**config.mk**
```make
export PLATFORM = sky130hd
export DESIGN_NAME = dual_cmp_wavegen
export DESIGN_NICKNAME = d
export VERILOG_FILES = /design/src/rtl/wt_pkg.sv /design/src/rtl/wt_prescale.sv /design/src/rtl/wt_count.sv /design/src/rtl/wt_outcell.sv /design/src/rtl/dual_cmp_wavegen.sv
export SDC_FILE = /design/constraint.sdc
export NUM_CORES = 1
export LEC_CHECK = 0
export ABC_AREA = 1
export BUFFER_PORTS_ARGS = -buffer_cell sky130_fd_sc_hd__buf_2
export CELL_PAD_IN_SITES_DETAIL_PLACEMENT = 0
export CELL_PAD_IN_SITES_GLOBAL_PLACEMENT = 1
export CORE_MARGIN = 2
export CORE_UTILIZATION = 48
export CTS_CLUSTER_DIAMETER = 30
export DETAILED_ROUTE_END_ITERATION = 8
export GPL_ROUTABILITY_DRIVEN = 0
export PLACE_DENSITY_LB_ADDON = 0.1
export SYNTH_ARGS = -nofsm -noshare
export SYNTH_HDL_FRONTEND = slang
export SYNTH_HIERARCHICAL = 1
export SYNTH_SLANG_ARGS = --single-unit
```
**constraint.sdc**
```tcl
create_clock -name clk -period 3.65 [get_ports clk]
set_clock_uncertainty 0.1 [all_clocks]
set_input_delay 0.73 -clock clk [delete_from_list [all_inputs] [get_ports clk]]
set_output_delay 0.73 -clock clk [all_outputs]
set_load 0.03 [all_outputs]
```
**src/rtl/wt_pkg.sv**
```systemverilog
package wt_pkg;
  localparam int MODE_W  = 16;
  localparam int CSEL_W  = 3;
  localparam int ADDR_W  = 3;
  localparam int NCMP    = 3;
  localparam int NOUT    = 2;

  localparam logic [ADDR_W-1:0] ADDR_MODE = 3'd0;
  localparam logic [ADDR_W-1:0] ADDR_CMPA = 3'd1;
  localparam logic [ADDR_W-1:0] ADDR_CMPB = 3'd2;
  localparam logic [ADDR_W-1:0] ADDR_CMPC = 3'd3;
  localparam logic [ADDR_W-1:0] ADDR_CMD  = 3'd4;
  localparam logic [ADDR_W-1:0] ADDR_CNT  = 3'd5;

  localparam int CMD_START = 0;
  localparam int CMD_STOP  = 1;
  localparam int CMD_TRIG  = 2;

  typedef enum logic [1:0] {
    ACT_NONE = 2'd0,
    ACT_SET  = 2'd1,
    ACT_CLR  = 2'd2,
    ACT_TGL  = 2'd3
  } act_e;

  typedef struct packed {
    act_e              b_trig;
    act_e              b_cmpc;
    act_e              b_own;
    act_e              a_trig;
    act_e              a_cmpc;
    act_e              a_own;
    logic              spare;
    logic [CSEL_W-1:0] csel;
  } mode_t;

  function automatic logic apply_act(input act_e a, input logic cur);
    case (a)
      ACT_SET: apply_act = 1'b1;
      ACT_CLR: apply_act = 1'b0;
      ACT_TGL: apply_act = ~cur;
      default: apply_act = cur;
    endcase
  endfunction
endpackage

```
**src/rtl/wt_prescale.sv**
```systemverilog
module wt_prescale import wt_pkg::*; #(
  parameter int NDIV = 4
) (
  input  logic              clk,
  input  logic              rst_n,
  input  logic              run,
  input  logic              restart,
  input  logic [CSEL_W-1:0] sel,
  input  logic              slow_tick,
  output logic              tick
);
  localparam int PW = 2 * NDIV - 1;

  logic [PW-1:0] pre_q;
  logic [PW-1:0] lim;
  logic          use_slow;

  assign use_slow = int'(sel) >= NDIV;

  always_comb begin
    lim = '0;
    for (int k = 0; k < NDIV; k++) begin
      if (int'(sel) == k) lim = PW'((1 << (1 + 2 * k)) - 1);
    end
  end

  assign tick = run && (use_slow ? slow_tick : (pre_q == lim));

  always_ff @(posedge clk or negedge rst_n) begin
    if (!rst_n) begin
      pre_q <= '0;
    end else if (!run || restart) begin
      pre_q <= '0;
    end else if (!use_slow) begin
      pre_q <= (pre_q == lim) ? '0 : pre_q + PW'(1);
    end
  end
endmodule

```
**src/rtl/wt_count.sv**
```systemverilog
module wt_count import wt_pkg::*; #(
  parameter int CW = 16
) (
  input  logic                      clk,
  input  logic                      rst_n,
  input  logic                      tick,
  input  logic                      restart,
  input  logic [NCMP-1:0][CW-1:0]   cmp,
  output logic [CW-1:0]             cnt,
  output logic [NCMP-1:0]           hit
);
  localparam int IDX_C = NCMP - 1;

  logic [CW-1:0] cnt_q;

  for (genvar i = 0; i < NCMP; i++) begin : g_cmp
    assign hit[i] = tick && !restart && (cnt_q == cmp[i]);
  end

  always_ff @(posedge clk or negedge rst_n) begin
    if (!rst_n) begin
      cnt_q <= '0;
    end else if (restart) begin
      cnt_q <= '0;
    end else if (tick) begin
      cnt_q <= hit[IDX_C] ? '0 : cnt_q + CW'(1);
    end
  end

  assign cnt = cnt_q;
endmodule

```
**src/rtl/wt_outcell.sv**
```systemverilog
module wt_outcell import wt_pkg::*; (
  input  logic clk,
  input  logic rst_n,
  input  logic trig,
  input  logic hit_own,
  input  logic hit_c,
  input  act_e act_own,
  input  act_e act_c,
  input  act_e act_trig,
  output logic q
);
  logic q_r;
  logic q_nx;

  always_comb begin
    if (trig)                            q_nx = apply_act(act_trig, q_r);
    else if (hit_c && act_c != ACT_NONE) q_nx = apply_act(act_c, q_r);
    else if (hit_own)                    q_nx = apply_act(act_own, q_r);
    else                                 q_nx = q_r;
  end

  always_ff @(posedge clk or negedge rst_n) begin
    if (!rst_n) q_r <= 1'b0;
    else        q_r <= q_nx;
  end

  assign q = q_r;
endmodule

```
**src/rtl/dual_cmp_wavegen.sv**
```systemverilog
module dual_cmp_wavegen import wt_pkg::*; #(
  parameter int CW = 16
) (
  input  logic              clk,
  input  logic              rst_n,
  input  logic              wr_en,
  input  logic [2:0]        wr_addr,
  input  logic [CW-1:0]     wr_data,
  input  logic              rd_en,
  input  logic [2:0]        rd_addr,
  output logic [CW-1:0]     rd_data,
  input  logic              slow_tick,
  output logic              out_a,
  output logic              out_b
);
  localparam int IDX_C = NCMP - 1;

  mode_t                   mode_q;
  logic [NCMP-1:0][CW-1:0] cmp_q;
  logic                    run_q;
  logic                    cmd_wr;
  logic                    sw_fire;
  logic                    tick;
  logic [CW-1:0]           cnt;
  logic [NCMP-1:0]         hit;
  logic [NOUT-1:0]         outs;
  act_e                    own_act  [NOUT];
  act_e                    c_act    [NOUT];
  act_e                    trig_act [NOUT];

  assign cmd_wr  = wr_en && (wr_addr == ADDR_CMD);
  assign sw_fire = cmd_wr && wr_data[CMD_TRIG];

  always_ff @(posedge clk or negedge rst_n) begin
    if (!rst_n) begin
      mode_q <= '0;
      cmp_q  <= '0;
      run_q  <= 1'b0;
    end else if (wr_en) begin
      case (wr_addr)
        ADDR_MODE: mode_q   <= mode_t'(wr_data[MODE_W-1:0]);
        ADDR_CMPA: cmp_q[0] <= wr_data;
        ADDR_CMPB: cmp_q[1] <= wr_data;
        ADDR_CMPC: cmp_q[2] <= wr_data;
        ADDR_CMD: begin
          if (wr_data[CMD_STOP])       run_q <= 1'b0;
          else if (wr_data[CMD_START]) run_q <= 1'b1;
        end
        default: ;
      endcase
    end
  end

  always_ff @(posedge clk or negedge rst_n) begin
    if (!rst_n) begin
      rd_data <= '0;
    end else if (rd_en) begin
      case (rd_addr)
        ADDR_MODE: rd_data <= CW'(mode_q);
        ADDR_CMPA: rd_data <= cmp_q[0];
        ADDR_CMPB: rd_data <= cmp_q[1];
        ADDR_CMPC: rd_data <= cmp_q[2];
        ADDR_CMD:  rd_data <= CW'(run_q);
        ADDR_CNT:  rd_data <= cnt;
        default:   rd_data <= '0;
      endcase
    end
  end

  wt_prescale #(.NDIV(4)) u_pre (
    .clk       (clk),
    .rst_n     (rst_n),
    .run       (run_q),
    .restart   (sw_fire),
    .sel       (mode_q.csel),
    .slow_tick (slow_tick),
    .tick      (tick)
  );

  wt_count #(.CW(CW)) u_cnt (
    .clk     (clk),
    .rst_n   (rst_n),
    .tick    (tick),
    .restart (sw_fire),
    .cmp     (cmp_q),
    .cnt     (cnt),
    .hit     (hit)
  );

  assign own_act[0]  = mode_q.a_own;
  assign c_act[0]    = mode_q.a_cmpc;
  assign trig_act[0] = mode_q.a_trig;
  assign own_act[1]  = mode_q.b_own;
  assign c_act[1]    = mode_q.b_cmpc;
  assign trig_act[1] = mode_q.b_trig;

  for (genvar o = 0; o < NOUT; o++) begin : g_out
    wt_outcell u_cell (
      .clk      (clk),
      .rst_n    (rst_n),
      .trig     (sw_fire),
      .hit_own  (hit[o]),
      .hit_c    (hit[IDX_C]),
      .act_own  (own_act[o]),
      .act_c    (c_act[o]),
      .act_trig (trig_act[o]),
      .q        (outs[o])
    );
  end

  assign out_a = outs[0];
  assign out_b = outs[1];
endmodule

```
==> impl_metrics.yaml <==
run_status:
  outcome: "completed"
cts:
  clkLatencyLatePin_ps: 360
  clk_path_buf_depth: 2
  ctsRootBufferMaster: "clkbuf_16"
  cts_tree: "yes"
  cts_sinks: 106
  cts-htree-levels: 3
  cts_resized: 0
  cts_setup_buffers: 0
  clkTransAtPathRegs_ps: 80
  hold_buffers: 0
  numCtsBuffers: 9
logic_synthesis:
  async_flop_share_pct: 100
  ys.flop_type: "dfrtp_1"
  synth_seq_cells: 106
  yosys-top-cells-count: "309 x nand2_1, 106 x dfrtp_1, 99 x nor2_1"
  yosysMostFrequentCell: "nand2_1"
  ys_warn_count: 6
  syn_nets: 977
  syn_area_per_cell_um2: 7.12
  seq_area_frac_synth_pct: 39.6
  synth_top_area_share_pct: 39.6
  synth_edf_count: 0
  synth_cells: 942
  synth.area.top_cells: "dfrtp_1 40%, nand2_1 17%, nor2_1 5.5%"
  ys_types: 40
  synth_top_area_cell: "dfrtp_1"
  synth.cell_area_mm2: 0.00670
power_and_ir_drop:
  peakVddDrop_uv: 339
  p_leak_nw: 3.81
  power_density_mw_per_mm2: 507
timing:
  period_share_pct: 74.9
  finalCriticalPeriod_ps: 2730
  slew_viol_final: 0
  final_hold_viol_count: 0
  rsz0062_at_grt: "false"
  timing.fmax_mhz: 366
  worst_hold_slack_ps: 349
  setup_violations: 0
  slew_headroom_pct: 30.2
  tightest_slew_ps: 1040
  fin_setup_tns_ps: 0
setup_path:
  slowest_stage: "dfrtp_1"
  cp.arrival_ps: 2940
  path_cells: "inv_2 > nand3_1 > nand2_1 > nand2_1 > nor2_1 > nand3_2 > a21oi_1 > inv_1 > nor2_2 > o211ai_1 > nor2_1 > nand3_1 > nor2_1 > inv_1 > nor2_1 > nor2_1 > nor2_1 > nand2_1 > nand2_1"
  endpoint_kind: "flop"
  crit_path_start_kind: "flop"
  critPathMaxFanout: 8
  rr_worst_depth: 19
  slowest_delay_ps: 450
  cp_common_cell: "nor2_1"
  crit_required_ps: 3850
  crit_type: "flop to flop"
floorplan:
  start_util_pct: 48.7
  die_area_mm2: 0.0149
  die_w_um: 122
  rows: 43
  core-area_mm2: 0.0138
  io_pins: 45
  die_h_um: 122
final_layout:
  syn_to_final_growth_pct: 9.15
  nFillCells: 1408
  antenna_cells: 0
  layout.nets: 1004
  layout.cells.non_filler: 1154
  drive_gt1_share_pct: 13.4
place:
  dpl.cell_count: 1138
  port_buffers: 44
  dp_hpwl_um: 15000
detailed_routing:
  wl_um: 20300
  ant_nets: 0
  first_iter_violations: 564
  drc: 0
  routed_via_density: 5.41
  dr.pass1.iters: 5
  via_count: 6238
  wl_per_cell_um: 17.6
global_routing:
  grt-ovfl-total: 0
  grt_pass1_wl_um: 32600
  grt_pass1_vias: 5883
  grt_max_degree: 60
  grt_usage_pct: 29.2
  antenna_found_initial: 0
worst_hold_path:
  holdCritPathClass: "primary input to asynchronous set/reset pin"
flow_run:
  cap_violations: 0
## routing by layer
metal	global-route usage (%)	share of wire, %	up-vias
met5	0	0	-
met2	45.3	45	217
met4	11.7	3.8	0
met3	6.79	6.8	39
met1	39.3	45	2930
li1	-	-	3052
## final cells by class
| class | count | area [um^2] | share of cell area [%] |
|---|---|---|---|
| multi-input cells | 682 | 3360 | 45.9 |
| flip-flops and latches | 106 | 2650 | 36.3 |
| inverters | 118 | 445 | 6.09 |
| repair buffers | 52 | 283 | 3.86 |
| clock buffers | 11 | 253 | 3.45 |
| well taps | 180 | 225 | 3.08 |
| clock inverters | 5 | 100 | 1.37 |
## worst max-delay path: cells and delay by family (launching register included)
family | cells | cell delay [ps]
buf+inv | 3 | 350
flops | 1 | 450
compound gates | 2 | 330
simple gates | 14 | 1460
## metrics by stage
stage / setup slack, ps / util [%] / area, um^2 / power (mW)
after floorplan: 1070 / - / 6700 / 2.23
after global placement: 1100 / 50.6 / 6960 / 2.54
after detailed placement: 996 / 50.6 / 6960 / 2.57
after CTS: 976 / 53.1 / 7320 / 3.72
after global routing: 535 / 53.1 / 7320 / 3.93
final: 917 / 53.1 / 7320 / 3.71
## sequential cells by signal (all words and copies together), names as in the netlist
| name | flops |
|---|---|
| u_cnt/cnt | 16 |
| cmp_q | 48 |
| rd_data | 16 |
| c_act | 4 |
| mode_q | 12 |
| run_q | 1 |
| u_pre/pre_q | 7 |
| g_out.u_cell/q | 2 |
## layout by cell type, fill, tap and decap left out, types with 2 or more instances in the layout
cell       instances
nand2_1          309
dfrtp_1          106
nor2_1            99
inv_1             94
o21ai_1           56
nand3_1           45
buf_2             43
nand4_1           41
o21ai_0           25
inv_2             21
nand3_2           20
xor2_1            20
a21oi_1           12
clkbuf_16          9
buf_4              9
ha_1               8
nor2_2             7
o21bai_1           6
nor3_1             6
nand2_2            4
bufinv_16          3
o22ai_1            3
nor2_8             2
nand3b_4           2
clkinv_2           2
clkbuf_8           2
xnor2_1            2
or2_2              2
o2111ai_1          2
a22o_1             2
clkinv_1           2
## cells by family after synthesis
| group | Yosys count | share of synthesized area (%) |
|---|---|---|
| AND/OR/NAND/NOR | 542 | 36.8 |
| buffers and inverters | 154 | 10.3 |
| AO/OA/AOI/OAI | 110 | 8.90 |
| flip-flops | 106 | 39.6 |
| XOR/XNOR | 22 | 2.87 |
| adder cells (fa/ha/maj) | 8 | 1.49 |
## where the power goes
| part | switching (mW) | leakage (nW) | total (mW) | internal, mW |
|---|---|---|---|---|
| sequential | 0.262 | 1.37 | 1.63 | 1.37 |
| combinational | 0.614 | 2.27 | 0.932 | 0.318 |
| clock | 0.444 | 0.176 | 1.15 | 0.706 |
| total | 1.32 | 3.81 | 3.71 | 2.39 |
## path summary, 6_finish.rpt
path / startpoint / to / slack, ps
worst max-delay path: mode_q[2]$_DFFE_PN0P_ / g_out[0].u_cell/q$_DFFE_PN0P_ / 920
worst min-delay path: rst_n / mode_q[9]$_DFFE_PN0P_ / 350
worst max register to register: mode_q[2]$_DFFE_PN0P_ / g_out[0].u_cell/q$_DFFE_PN0P_ / 920
worst min register to register: rd_data[5]$_DFFE_PN0P_ / rd_data[5]$_DFFE_PN0P_ / 380
max in group asynchronous: rst_n / u_cnt/cnt[4]$_DFFE_PN0P_ / 2230
min in group clk: rd_data[5]$_DFFE_PN0P_ / rd_data[5]$_DFFE_PN0P_ / 380
Note: power is estimated with default switching activity, not from simulation.
